===== src/rtl/ssp_pkg.sv =====
package ssp_pkg;
    typedef enum logic [1:0] {
        FMT_SEL  = 2'd0,
        FMT_PULS = 2'd1,
        FMT_CMD  = 2'd2,
        FMT_RSV  = 2'd3
    } fmt_e;

    localparam int CMD_BITS = 8;
    localparam int MIN_BITS = 4;
endpackage


===== src/rtl/ssp_fifo.sv =====
module ssp_fifo #(
    parameter int W     = 16,
    parameter int DEPTH = 8,
    parameter int AW    = $clog2(DEPTH),
    parameter int CW    = $clog2(DEPTH + 1)
) (
    input  logic          clk,
    input  logic          rst_n,
    input  logic          push,
    input  logic [W-1:0]  din,
    input  logic          pop,
    output logic [W-1:0]  dout,
    output logic [CW-1:0] count,
    output logic          full,
    output logic          empty
);
    typedef struct packed {
        logic [DEPTH-1:0][W-1:0] mem;
        logic [AW-1:0]           wp;
        logic [AW-1:0]           rp;
        logic [CW-1:0]           cnt;
    } fifo_t;

    fifo_t s_d, s_q;
    logic  wr, rd;

    assign full  = (s_q.cnt == CW'(DEPTH));
    assign empty = (s_q.cnt == '0);
    assign dout  = s_q.mem[s_q.rp];
    assign count = s_q.cnt;

    always_comb begin
        s_d = s_q;
        rd  = pop && !empty;
        wr  = push && (!full || rd);
        if (wr) begin
            s_d.mem[s_q.wp] = din;
            s_d.wp = (s_q.wp == AW'(DEPTH - 1)) ? '0 : s_q.wp + AW'(1);
        end
        if (rd) begin
            s_d.rp = (s_q.rp == AW'(DEPTH - 1)) ? '0 : s_q.rp + AW'(1);
        end
        case ({wr, rd})
            2'b10:   s_d.cnt = s_q.cnt + CW'(1);
            2'b01:   s_d.cnt = s_q.cnt - CW'(1);
            default: s_d.cnt = s_q.cnt;
        endcase
    end

    always_ff @(posedge clk or negedge rst_n) begin
        if (!rst_n) s_q <= '0;
        else        s_q <= s_d;
    end
endmodule


===== src/rtl/ssp_clkdiv.sv =====
module ssp_clkdiv #(
    parameter int DIV_W = 8
) (
    input  logic             clk,
    input  logic             rst_n,
    input  logic             run,
    input  logic [DIV_W-1:0] div,
    output logic             tick
);
    typedef struct packed {
        logic [DIV_W-1:0] cnt;
    } div_t;

    div_t             s_d, s_q;
    logic [DIV_W-1:0] half;

    always_comb begin
        s_d  = s_q;
        half = div >> 1;
        if (half == '0) half = DIV_W'(1);
        tick = run && (s_q.cnt == half - DIV_W'(1));
        if (!run || tick) s_d.cnt = '0;
        else              s_d.cnt = s_q.cnt + DIV_W'(1);
    end

    always_ff @(posedge clk or negedge rst_n) begin
        if (!rst_n) s_q <= '0;
        else        s_q <= s_d;
    end
endmodule


===== src/rtl/ssp_engine.sv =====
module ssp_engine
    import ssp_pkg::*;
#(
    parameter int DATA_W = 16,
    parameter int NB_W   = $clog2(DATA_W + 1),
    parameter int CNT_W  = $clog2(DATA_W + CMD_BITS + 1),
    parameter int SKIP_W = $clog2(CMD_BITS + 1)
) (
    input  logic              clk,
    input  logic              rst_n,
    input  logic              start,
    input  fmt_e              fmt_in,
    input  logic              idle_puls,
    input  logic [NB_W-1:0]   nbits,
    input  logic [DATA_W-1:0] tx_word,
    input  logic              tick,
    input  logic              rx_in,
    output logic              busy,
    output logic              done,
    output logic [DATA_W-1:0] rx_word,
    output logic              sclk,
    output logic              sel,
    output logic              mosi
);
    typedef struct packed {
        logic              busy;
        fmt_e              fmt;
        logic              pre;
        logic              sclk;
        logic [CNT_W-1:0]  cnt;
        logic [SKIP_W-1:0] skip;
        logic [DATA_W-1:0] txsr;
        logic [DATA_W-1:0] rxsr;
    } eng_t;

    eng_t s_d, s_q;
    logic done_c;

    always_comb begin
        s_d    = s_q;
        done_c = 1'b0;
        if (!s_q.busy) begin
            if (start) begin
                s_d.busy = 1'b1;
                s_d.fmt  = fmt_in;
                s_d.pre  = (fmt_in == FMT_PULS);
                s_d.sclk = 1'b0;
                s_d.rxsr = '0;
                case (fmt_in)
                    FMT_PULS: begin
                        s_d.cnt  = CNT_W'(nbits) + CNT_W'(1);
                        s_d.skip = SKIP_W'(1);
                        s_d.txsr = tx_word << (DATA_W - int'(nbits));
                    end
                    FMT_CMD: begin
                        s_d.cnt  = CNT_W'(nbits) + CNT_W'(CMD_BITS);
                        s_d.skip = SKIP_W'(CMD_BITS);
                        s_d.txsr = DATA_W'(tx_word[CMD_BITS-1:0]) << (DATA_W - CMD_BITS);
                    end
                    default: begin
                        s_d.cnt  = CNT_W'(nbits);
                        s_d.skip = '0;
                        s_d.txsr = tx_word << (DATA_W - int'(nbits));
                    end
                endcase
            end
        end else if (tick) begin
            if (!s_q.sclk) begin
                // rising edge: sample once the skip window has passed
                s_d.sclk = 1'b1;
                if (s_q.skip == '0) s_d.rxsr = {s_q.rxsr[DATA_W-2:0], rx_in};
            end else begin
                // falling edge: advance output and period count
                s_d.sclk = 1'b0;
                if (s_q.pre) s_d.pre  = 1'b0;
                else         s_d.txsr = s_q.txsr << 1;
                if (s_q.skip != '0) s_d.skip = s_q.skip - SKIP_W'(1);
                s_d.cnt = s_q.cnt - CNT_W'(1);
                if (s_q.cnt == CNT_W'(1)) begin
                    s_d.busy = 1'b0;
                    done_c   = 1'b1;
                end
            end
        end
    end

    assign busy    = s_q.busy;
    assign done    = done_c;
    assign rx_word = s_q.rxsr;
    assign sclk    = s_q.sclk;
    assign mosi    = s_q.busy && !s_q.pre && s_q.txsr[DATA_W-1];
    assign sel     = s_q.busy ? ((s_q.fmt == FMT_PULS) ? s_q.pre : 1'b0) : !idle_puls;

    always_ff @(posedge clk or negedge rst_n) begin
        if (!rst_n) s_q <= '0;
        else        s_q <= s_d;
    end
endmodule


===== src/rtl/ssp_master.sv =====
module ssp_master
    import ssp_pkg::*;
#(
    parameter int DATA_W = 16,
    parameter int DEPTH  = 8,
    parameter int DIV_W  = 8,
    parameter int LEN_W  = $clog2(DATA_W)
) (
    input  logic              clk,
    input  logic              rst_n,
    input  logic              en,
    input  logic [1:0]        cfg_mode,
    input  logic [LEN_W-1:0]  cfg_len,
    input  logic [DIV_W-1:0]  cfg_div,
    input  logic              cfg_loop,
    input  logic [2:0]        int_mask,
    input  logic              ovr_clr,
    input  logic              tx_push,
    input  logic [DATA_W-1:0] tx_data,
    output logic              tx_full,
    input  logic              rx_pop,
    output logic [DATA_W-1:0] rx_data,
    output logic              rx_valid,
    output logic              sclk,
    output logic              sel,
    output logic              mosi,
    input  logic              miso,
    output logic              tx_dreq,
    output logic              rx_dreq,
    output logic              irq
);
    localparam int NB_W = $clog2(DATA_W + 1);
    localparam int CW   = $clog2(DEPTH + 1);

    typedef struct packed {
        logic ovr;
    } top_t;

    top_t              s_d, s_q;
    fmt_e              fmt;
    logic [LEN_W-1:0]  len_eff;
    logic [NB_W-1:0]   nbits;
    logic              start, eng_busy, eng_done, tick, rx_in;
    logic [DATA_W-1:0] tx_head, rx_word;
    logic [CW-1:0]     tx_cnt, rx_cnt;
    logic              tx_empty, rx_full, rx_empty;
    logic              ovr_flag;

    always_comb begin
        fmt     = (cfg_mode == 2'd3) ? FMT_SEL : fmt_e'(cfg_mode);
        len_eff = (cfg_len < LEN_W'(MIN_BITS - 1)) ? LEN_W'(MIN_BITS - 1) : cfg_len;
        nbits   = NB_W'(len_eff) + NB_W'(1);
    end

    assign start = en && !eng_busy && !tx_empty;
    assign rx_in = cfg_loop ? mosi : miso;

    ssp_fifo #(.W(DATA_W), .DEPTH(DEPTH)) u_txq (
        .clk(clk), .rst_n(rst_n), .push(tx_push), .din(tx_data), .pop(start),
        .dout(tx_head), .count(tx_cnt), .full(tx_full), .empty(tx_empty)
    );

    ssp_fifo #(.W(DATA_W), .DEPTH(DEPTH)) u_rxq (
        .clk(clk), .rst_n(rst_n), .push(eng_done), .din(rx_word), .pop(rx_pop),
        .dout(rx_data), .count(rx_cnt), .full(rx_full), .empty(rx_empty)
    );

    ssp_clkdiv #(.DIV_W(DIV_W)) u_div (
        .clk(clk), .rst_n(rst_n), .run(eng_busy), .div(cfg_div), .tick(tick)
    );

    ssp_engine #(.DATA_W(DATA_W)) u_eng (
        .clk(clk), .rst_n(rst_n), .start(start), .fmt_in(fmt),
        .idle_puls(fmt == FMT_PULS), .nbits(nbits), .tx_word(tx_head),
        .tick(tick), .rx_in(rx_in), .busy(eng_busy), .done(eng_done),
        .rx_word(rx_word), .sclk(sclk), .sel(sel), .mosi(mosi)
    );

    always_comb begin
        s_d     = s_q;
        s_d.ovr = (s_q.ovr && !ovr_clr) || (eng_done && rx_full && !rx_pop);
    end

    always_ff @(posedge clk or negedge rst_n) begin
        if (!rst_n) s_q <= '0;
        else        s_q <= s_d;
    end

    assign ovr_flag = s_q.ovr;
    assign rx_valid = !rx_empty;
    assign rx_dreq  = !rx_empty;
    assign tx_dreq  = en && !tx_full;
    assign irq      = (int_mask[0] && (tx_cnt <= CW'(DEPTH / 2)))
                    || (int_mask[1] && (rx_cnt >= CW'(DEPTH / 2)))
                    || (int_mask[2] && ovr_flag);
endmodule


===== config.mk =====
export PLATFORM = sky130hd
export DESIGN_NAME = ssp_master
export DESIGN_NICKNAME = d
export VERILOG_FILES = /design/src/rtl/ssp_pkg.sv /design/src/rtl/ssp_fifo.sv /design/src/rtl/ssp_clkdiv.sv /design/src/rtl/ssp_engine.sv /design/src/rtl/ssp_master.sv
export SDC_FILE = /design/constraint.sdc
export NUM_CORES = 1
export LEC_CHECK = 0
export ABC_AREA = 1
export BUFFER_PORTS_ARGS = -buffer_cell sky130_fd_sc_hd__clkbuf_2
export CAP_MARGIN = 30
export CORE_UTILIZATION = 50
export DETAILED_ROUTE_END_ITERATION = 7
export PLACE_DENSITY = 0.67
export SLEW_MARGIN = 40
export SYNTH_ARGS = -nofsm -noshare
export SYNTH_HDL_FRONTEND = slang
export SYNTH_SLANG_ARGS = --single-unit

===== constraint.sdc =====
create_clock -name clk -period 2.8 [get_ports clk]
set_input_delay 0.56 -clock clk [delete_from_list [all_inputs] [get_ports clk]]
set_output_delay 0.56 -clock clk [all_outputs]
set_load 0.05 [all_outputs]

# --- Yosys cells after proc, flatten, opt, wreduce, memory -nomap -nowiden ---
# Cells that the tools add are included.
totals:
  register_bits: 331
  latch_bits: 0
  ramBits: 0
  mem_bits_ro: 0
  memories: 0
classes:
  addsub: 16
  n_mul: 0
  div: 0
  magnitude_cmp: 9
  eq_ne: 22
  shift: 1
  n_mux: 42
  bitwise_logic: 1
  n_reduce_logical: 47
ops:
  columns: ["op", "n"]
  rows:
  - ["$bwmux 128", 2]
  - ["$mux 16", 7]
  - ["$bmux 16 s3", 2]
  - ["$demux 16 s3", 2]
  - ["$mux 43", 2]
  - ["$pmux 25 s2", 1]
  - ["$mux 46", 1]
  - ["$shl 16x32->16", 1]
  - ["$mux 25", 1]
  - ["$logic_and 1x1->1", 18]
  - ["$lt 3x4->1 const B", 4]
  - ["$pmux 4 s2", 2]
  - ["$mux 1", 13]
  - ["$add 3x1->3 const B", 4]
  - ["$eq 3x3->1 const B", 4]
  - ["$logic_not 4->1", 3]
  - ["$mux 3", 4]
  - ["$ne 2x2->1 const B", 6]
  - ["$reduce_and 4->1", 3]
  - ["$sub 4x1->4 const B", 3]
  - ["$logic_not 1->1", 9]
  - ["$add 4x1->4 const B", 2]
  - ["$add 8x1->8 const B", 1]
  - ["$eq 2x1->1 const B", 4]
  - ["other kinds (25)", 39]

# --- Longest topological paths before layout ---
# Gate-level depths: netlist of the first run.
depth:
  ltp_word: 10
  ltp_mapped: 23
  ltp_nobuf: 23

# --- Modules after synthesis ---
# From an unflattened synthesis of the first run, not the netlist that was laid out.
hier_totals:
  cells_unflattened: 2522
  hier_area_um2: 19024.5
modules_own_cells:
  columns: ["mod", "instances", "cells_per_inst", "area_per_inst_um2", "seq_area_each_um2"]
  rows:
  - ["ssp_fifo (u_txq)", 1, 975, 7485.9, 3453.3]
  - ["ssp_fifo (u_rxq)", 1, 975, 7323.3, 3453.3]
  - ["ssp_engine", 1, 435, 3362.0, 1151.1]
  - ["ssp_clkdiv", 1, 99, 656.9, 200.2]
  - ["ssp_master", 1, 38, 196.4, 25.0]

# --- Worst setup path after synthesis of the first run ---
# OpenSTA, ideal clock, no wires.
synth_path:
  path_type: "in2reg"
  start: "input port cfg_len[3]"
  end: "register u_eng.s_q[27] (netlist bit)"
  setup_time_ns: 0.077
  t_arrival_ns: 3.379
  path_slack_ns: -0.657
  cell_stages: 20
  path_buffers: 3
  cell_sequence: "buf_2 -> nor2_1 -> nor2_1 -> clkinv_1 -> clkbuf_1 -> ha_1 -> nand2_1 -> xor2_1 -> ha_1 -> nand2_1 -> o21ai_1 -> buf_2 -> nand4_1 -> nand3_1 -> nand3_1 -> a21oi_1 -> nand2_1 -> nand2_1 -> nand2_1 -> a21oi_1"
synth_between:
  elab_chain_cells: 8
synth_lines:
  columns: ["element", "line_no", "rtl"]
  rows:
  - ["start: declaration", "ssp_master.sv:13", "input logic [LEN_W-1:0] cfg_len,"]
  - ["$lt 4x2->1", "ssp_master.sv:51", "len_eff = (cfg_len < LEN_W'(MIN_BITS - 1)) ? LEN_W'(MIN_BITS - 1) : cfg_len;"]
  - ["$mux 4 (*)", "ssp_master.sv:51", null]
  - ["$add 4x1->5 (*)", "ssp_master.sv:52", "nbits = NB_W'(len_eff) + NB_W'(1);"]
  - ["$sub 5x5->6 (*)", "ssp_engine.sv:53, ssp_engine.sv:63", null]
  - ["$shl 16x32->16 (*)", "ssp_engine.sv:53, ssp_engine.sv:63", null]
  - ["$pmux 25 s2 (*)", "ssp_engine.sv:49", "case (fmt_in)"]
  - ["$mux 46 (*)", "ssp_engine.sv:43", "if (start) begin"]
  - ["$mux 43 (*)", "ssp_engine.sv:42", "if (!s_q.busy) begin"]
  - ["end signal: assignment", "ssp_engine.sv:95", "if (!rst_n) s_q <= '0;"]
  - ["end signal: assignment", "ssp_engine.sv:96", "else s_q <= s_d;"]
  - ["end: declaration", "ssp_engine.sv:36", "eng_t s_d, s_q;"]
# Every way passes the cells marked *; elsewhere a longest branch is shown, timed or not. The select of a mux whose other input is x is not followed.
# A chain may end at the register's enable or synchronous reset.

# --- Final worst setup path of the first run ---
layout_path:
  start: "register u_rxq.s_q[4] (netlist bit)"
  end: "output port rx_data[1]"
layout_between:
  elab_chain_cells: 2
layout_lines:
  columns: ["element", "line_no", "rtl"]
  rows:
  - ["start: declaration", "ssp_fifo.sv:24", "fifo_t s_d, s_q;"]
  - ["start signal: assignment", "ssp_fifo.sv:51", "if (!rst_n) s_q <= '0;"]
  - ["start signal: assignment", "ssp_fifo.sv:52", "else s_q <= s_d;"]
  - ["$bmux 16 s3", "ssp_fifo.sv:29", "assign dout = s_q.mem[s_q.rp];"]
  - ["$mux 16 (not written as such)", "ssp_fifo.sv:29", null]
  - ["end: declaration", "ssp_master.sv:22", "output logic [DATA_W-1:0] rx_data,"]
# No other way between the ends. The select of a mux whose other input is x is not followed.

==> results.sh, run 1 <==
export IMPL_dr_pass1_iters=8
export IMPL_critPathTopFamily="compound AO/OA/AOI/OAI gates"
export IMPL_hold_path_class="input pin to flop"
export IMPL_rsz0062_at_grt="true"
export IMPL_nFillCells=3046
export IMPL_grt_pass1_vias=15400
export IMPL_path_class="flop to output port"
export IMPL_htree_levels=2
export IMPL_syn_inst=2305
export IMPL_cts_buffers=38
export IMPL_synthDistinctLibCells=37
export IMPL_antenna_cells=0
export IMPL_gp_congestion=0.865
export IMPL_cts_sinks=331
export IMPL_die_area_sq_um=35000
export IMPL_synth_nets=2374
export IMPL_insertion_delay_ns=0.53
export IMPL_p_leak_nw=10.4
export IMPL_yosys_most_used_dff="dfrtp_1"
export IMPL_tightest_slew_ns=0.649
export IMPL_max_stage_delay_ns=0.47
export IMPL_yosysTopAreaCell="dfrtp_1"
export IMPL_vias=15800
export IMPL_synth_area_sq_um=17100
export IMPL_synth_edf_count=0
export IMPL_clockBufferDepth=3
export IMPL_ys_top_cells_by_area="dfrtp_1 (48%), nand2_1 (15%), nand3_1 (8.8%), o21ai_0 (7.6%), nor2_1 (5.8%)"
export IMPL_drive_gt1_share_pct=13.2
export IMPL_grt_usage_pct=28.0
export IMPL_synth_seq_area_share_pct=48.3
export IMPL_wl_per_cell_microns=16.8
export IMPL_postSynthAreaPerCell_sq_um=7.43
export IMPL_power_density_nw_per_um2=1060
export IMPL_cp_arrival_ns=2.26
export IMPL_fp_dieH_microns=187
export IMPL_max_freq_mhz=354
export IMPL_fin_nets=2461
export IMPL_path_cells="clkinvlp_4 > buf_12 > o21ai_0 > o22ai_1 > nor2_1 > a31oi_2 > buf_12"
export IMPL_start_util_pct=51.0
export IMPL_setup_violations_final=1
export IMPL_rows=67
export IMPL_vias_per_cell=5.52
export IMPL_rr_worst_depth=15
export IMPL_async_reset_ff_share_pct=100
export IMPL_coreArea_sq_um=33600
export IMPL_relSlewSlack_pct=56.5
export IMPL_hold_viol=0
export IMPL_cp_depth=7
export IMPL_cts_root_buf="clkbuf_16"
export IMPL_hpwl_microns=29700
export IMPL_holdPathStages=2
export IMPL_die_w_microns=187
export IMPL_yosysMostFrequentCell="nand2_1"
export IMPL_path_buf_inv=3
export IMPL_finClkSkew_ns=0.0258
export IMPL_critPathSlowestCell="dfrtp_2"
export IMPL_reg2reg_setup_slack_ns=0.31
export IMPL_drc=0
export IMPL_num_io_pins=65
export IMPL_cp_end_kind="output port"
export IMPL_grt_remaining_overflow=0
export IMPL_crit_fanout=14
export IMPL_antenna_found_initial=0
export IMPL_ys_top_cells_by_count="nand2_1 (670), dfrtp_1 (331), nand3_1 (300)"
export IMPL_maxCapViolCount=0
export IMPL_crit_required_ns=2.24
export IMPL_fin_ws_ns=-0.0211
export IMPL_crit_top_cell="buf_12"
export IMPL_portBuffers=63
export IMPL_area_delta_synth_final_pct=18.4
export IMPL_routed_wl_microns=48100
export IMPL_cts_tree="done"
export IMPL_status="finished with violations"
export IMPL_period_share_pct=101
export IMPL_period_minus_slack_ns=2.82
export IMPL_dr_first_iter_drc_count=1386
export IMPL_ys_seq_elements=331
export IMPL_grt_start_max_net_pins=89
export IMPL_yosysTopAreaCellShare_pct=48.3
export IMPL_violations="negative setup slack"
export IMPL_final_setup_tns_ns=-0.0211
export IMPL_critPathLaunchType="flop"
export IMPL_synth_warnings=0
export IMPL_drv_slew=0
export IMPL_clkTransAtPathRegs_ns=0.06
export IMPL_drtAntennaViolNets=0
export IMPL_grt_pass1_wl_microns=80200
export IMPL_whs_ns=0.238
export IMPL_ir_drop_mv=0.617
[timing repair]
item / in CTS / in global routing
gates cloned: 0 / 4
gates resized for setup: 10 / 52
hold endpoints to repair: 41 / 0
pin swaps: 0 / 7
endpoints found under the setup margin: 8 / 15
hold buffers: 1 / 0
setup buffers: 0 / 3
[sequential cells by signal (all words and copies together), names as in the netlist]
signal	count
u_txq.count	4
u_eng.rx_word	16
u_eng.s_q	28
u_div.s_q	8
u_eng.sclk	1
u_rxq.s_q	134
u_rxq.count	4
ovr_flag	1
u_eng.busy	1
u_txq.s_q	134
[per-layer routing]
layer,global-route usage (%),vias up,share of wire [%]
met3,3.11,89,5.7
met2,45.9,504,47
met1,38.8,7557,45
li1,-,7661,-
met5,0,-,0
met4,9.46,0,2.5
[cells in the final DEF (no fill, tap or decap), drive strengths merged, types with 17 or more instances in the layout]
master / n
o21ai: 263
nand4: 27
nand2: 673
buf: 138
inv: 143
o22ai: 23
dfrtp: 331
nor2: 268
a31oi: 17
ha: 26
a21oi: 26
clkbuf: 105
nand3: 301
[power breakdown]
part	internal, mW	switching [mW]	total, mW
Combinational	3.42	6.14	9.56
Sequential	6.03	0.896	6.92
Clock	2.96	1.97	4.92
[stage by stage]
stage | std cells | setup slack, ns | area (sq um) | utilization (%) | power [mW]
6_report | 2866 | -0.0211 | 20300 | 60.4 | 21.4
5_1_grt | 2866 | -0.200 | 20300 | 60.4 | 22.9
4_1_cts | 2859 | 0.0125 | 20100 | 59.8 | 21.1
3_5_place_dp | 2792 | -0.467 | 18800 | 55.9 | 16.0
3_3_place_gp | 2792 | -0.433 | 18800 | 55.9 | 15.8
2_1_floorplan | 2305 | -0.164 | 17400 | - | 13.0
[layout make-up]
class,instances,area [sq um],area share (%)
sequential,331,8290,40.8
multi-input combinational,1679,7970,39.3
timing repair buffer,192,1670,8.24
clock buffer,52,1070,5.29
inverter,150,574,2.83
tap,448,561,2.76
clock inverter,14,159,0.783
[logic make-up (layout without fill, tap and decap cells)]
group | count (synthesis) | count (layout) | share of synthesized area (%)
compound gates | 336 | 336 | 10.2
xor+xnor | 16 | 16 | 0.818
fa+ha+maj | 28 | 28 | 2.13
buf+inv | 295 | 408 | 6.80
flops | 331 | 331 | 48.3
simple gates | 1299 | 1299 | 31.7
[path summary, 6_finish.rpt]
| kind | to | startpoint |
|---|---|---|
| setup / recovery | rx_data[1] | u_rxq.s_q[4] |
| hold / removal | ovr_flag | ovr_clr |
| setup reg to reg | u_rxq.count[3] | u_div.s_q[6] |
| hold reg to reg | u_rxq.s_q[111] | u_rxq.s_q[111] |
| max in group asynchronous | u_rxq.s_q[24] | rst_n |
| min in group asynchronous | u_txq.s_q[8] | rst_n |
No activity file was read; power rests on OpenSTA's default activity.
==> inputs of run 2 (changes only) <==
Settings changed: CAP_MARGIN 30 to default, CORE_MARGIN from default to 8, PLACE_DENSITY 0.67 to 0.66, SYNTH_HIERARCHICAL from default to 1.
==> results.sh, run 2 <==
export IMPL_htree_levels=2
export IMPL_gp_congestion=0.871
export IMPL_synth_warnings=6
export IMPL_grt_start_max_net_pins=139
export IMPL_insertion_delay_ns=0.56
export IMPL_clockBufferDepth=3
export IMPL_status="finished clean"
export IMPL_critPathLaunchType="input pin"
export IMPL_finClkSkew_ns=0.0178
export IMPL_endpoint="u_rxq/count[3]"
export IMPL_dr_pass1_iters=6
export IMPL_hpwl_microns=33700
export IMPL_die_area_sq_um=44500
export IMPL_routed_wl_microns=55000
export IMPL_drtAntennaViolNets=0
export IMPL_cts_sinks=331
export IMPL_grt_pass1_wl_microns=87400
export IMPL_multi_input_area_sq_um=9640
export IMPL_drv_slew=0
export IMPL_portBuffers=63
export IMPL_hold_viol=0
export IMPL_period_minus_slack_ns=2.78
export IMPL_mostFrequentLayoutCell="nand2_1"
export IMPL_relSlewSlack_pct=53.0
export IMPL_drive_gt1_share_pct=19.5
export IMPL_vias=17400
export IMPL_grt_pass1_vias=16700
export IMPL_grt_usage_pct=23.8
export IMPL_whs_ns=0.211
export IMPL_dr_first_iter_drc_count=1677
export IMPL_rr_worst_depth=13
export IMPL_max_freq_mhz=359
export IMPL_drc=0
export IMPL_hold_path_class="input pin to flop"
export IMPL_crit_required_ns=3.23
export IMPL_largestRegisters="u_rxq/s_q x134, u_txq/s_q x134, u_eng/s_q x28"
export IMPL_postSynthAreaPerCell_sq_um=7.54
export IMPL_rows=71
export IMPL_synth_area_sq_um=19000
export IMPL_antenna_found_initial=0
export IMPL_power_total_mw=22.3
export IMPL_grt_remaining_overflow=0
export IMPL_seqCellArea_sq_um=8290
export IMPL_num_io_pins=65
export IMPL_wl_per_cell_microns=17.9
export IMPL_setup_violations_final=0
export IMPL_layout_common_cells="nand2_1 (738), dfrtp_1 (329), nand4_1 (262)"
export IMPL_die_w_microns=211
export IMPL_cts_buffers=37
export IMPL_path_class="input pin to flop"
export IMPL_rr_endpoint="u_txq/count[3]"
export IMPL_coreArea_sq_um=37600
export IMPL_cp_arrival_ns=3.22
export IMPL_clkTransAtPathRegs_ns=0.06
export IMPL_antenna_cells=0
export IMPL_cts_root_buf="clkbuf_16"
export IMPL_cts_tree="done"
export IMPL_period_share_pct=99.4
export IMPL_cp_end_kind="flop"
export IMPL_synth_nets=2590
export IMPL_rr_startpoint="u_txq/count[0]"
export IMPL_power_density_nw_per_um2=999
export IMPL_area_delta_synth_final_pct=17.2
export IMPL_ir_drop_mv=0.703
export IMPL_syn_inst=2520
export IMPL_crit_start="cfg_div[5]"
export IMPL_p_leak_nw=11.3
export IMPL_fin_nets=2606
export IMPL_maxCapViolCount=0
export IMPL_vias_per_cell=5.65
export IMPL_fp_dieH_microns=211
export IMPL_rsz0062_at_grt="true"
export IMPL_nFillCells=3444
export IMPL_tightest_slew_ns=0.703
export IMPL_crit_fanout=4
export IMPL_start_util_pct=50.6
export IMPL_reg2reg_setup_slack_ns=0.21
[run 2: final cells by class]
class	count	area share (%)
Multi-Input combinational cell	1861	43.2
Sequential cell	331	37.2
Timing Repair Buffer	199	9.81
Clock buffer	56	4.74
Tap cell	511	2.87
Inverter	106	1.98
Clock inverter	6	0.168
[run 2: metal layers]
metal	GRT usage [%]	up-vias	part of all wire [%]
li1	-	8326	-
met1	30.6	8413	41
met2	40.4	524	50
met3	3.99	92	5.7
met4	8.06	0	3.3
met5	0	-	0
[run 2: worst min path at each step]
stage,startpoint,to,slack [ns],depth (start not counted)
finish,ovr_clr,ovr_flag,0.21,2
global route,ovr_clr,ovr_flag,0.18,2
CTS,ovr_clr,ovr_flag,0.18,2
detailed placement,u_rxq/s_q[91],u_rxq/s_q[91],0.45,2
global placement,u_rxq/s_q[91],u_rxq/s_q[91],0.45,2
floorplan,rst_n,ovr_flag,0.26,0
[run 2: power breakdown]
part	total (mW)	switching (mW)	internal, mW
Clock	4.55	1.95	2.60
Sequential	7.44	1.29	6.15
Combinational	10.3	6.67	3.60
[run 2: stage by stage]
| stage | TNS (ns) | instance area (sq um) | util [%] | setup slack (ns) | instances |
|---|---|---|---|---|---|
| floorplan | -25.22 | 19200 | - | -0.776 | 2520 |
| global placement | -107.89 | 20000 | 53.3 | -0.772 | 2975 |
| detailed placement | -113.77 | 20000 | 53.3 | -0.803 | 2975 |
| global route | -12.78 | 22300 | 59.3 | -0.191 | 3070 |
| CTS | 0 | 21300 | 56.6 | 0.00243 | 3045 |
| finish | 0 | 22300 | 59.3 | 0.0157 | 3070 |
[run 2: critical path, stage by stage]
cell and delay [ns]:
clkbuf_16 0.14, inv_16 0.05, nand2_8 0.05, nor2_4 0.07, nand2_2 0.06, nand2_2 0.07, inv_2 0.05, ha_4 0.26
xor2_1 0.14, nand3_1 0.09, nor2_1 0.08, nand3_1 0.08, nor2_2 0.10, nand2_2 0.10, nor2_4 0.11, nand2_2 0.08
nor3_4 0.20, nand2_4 0.09, ha_4 0.19, ha_4 0.28, nand2_2 0.05, nor2_2 0.07, nor2_1 0.05, nand2_1 0.05
nand2_1 0.04, nand2_1 0.05, nand2_1 0.05
[run 2: what timing repair did]
item,CTS,global route
gates resized for setup,12,215
endpoints found under the setup margin,131,204
cloned,0,11
hold buffers,1,0
pin swaps,16,10
endpoints found under the hold margin,57,0
buffers inserted,7,14
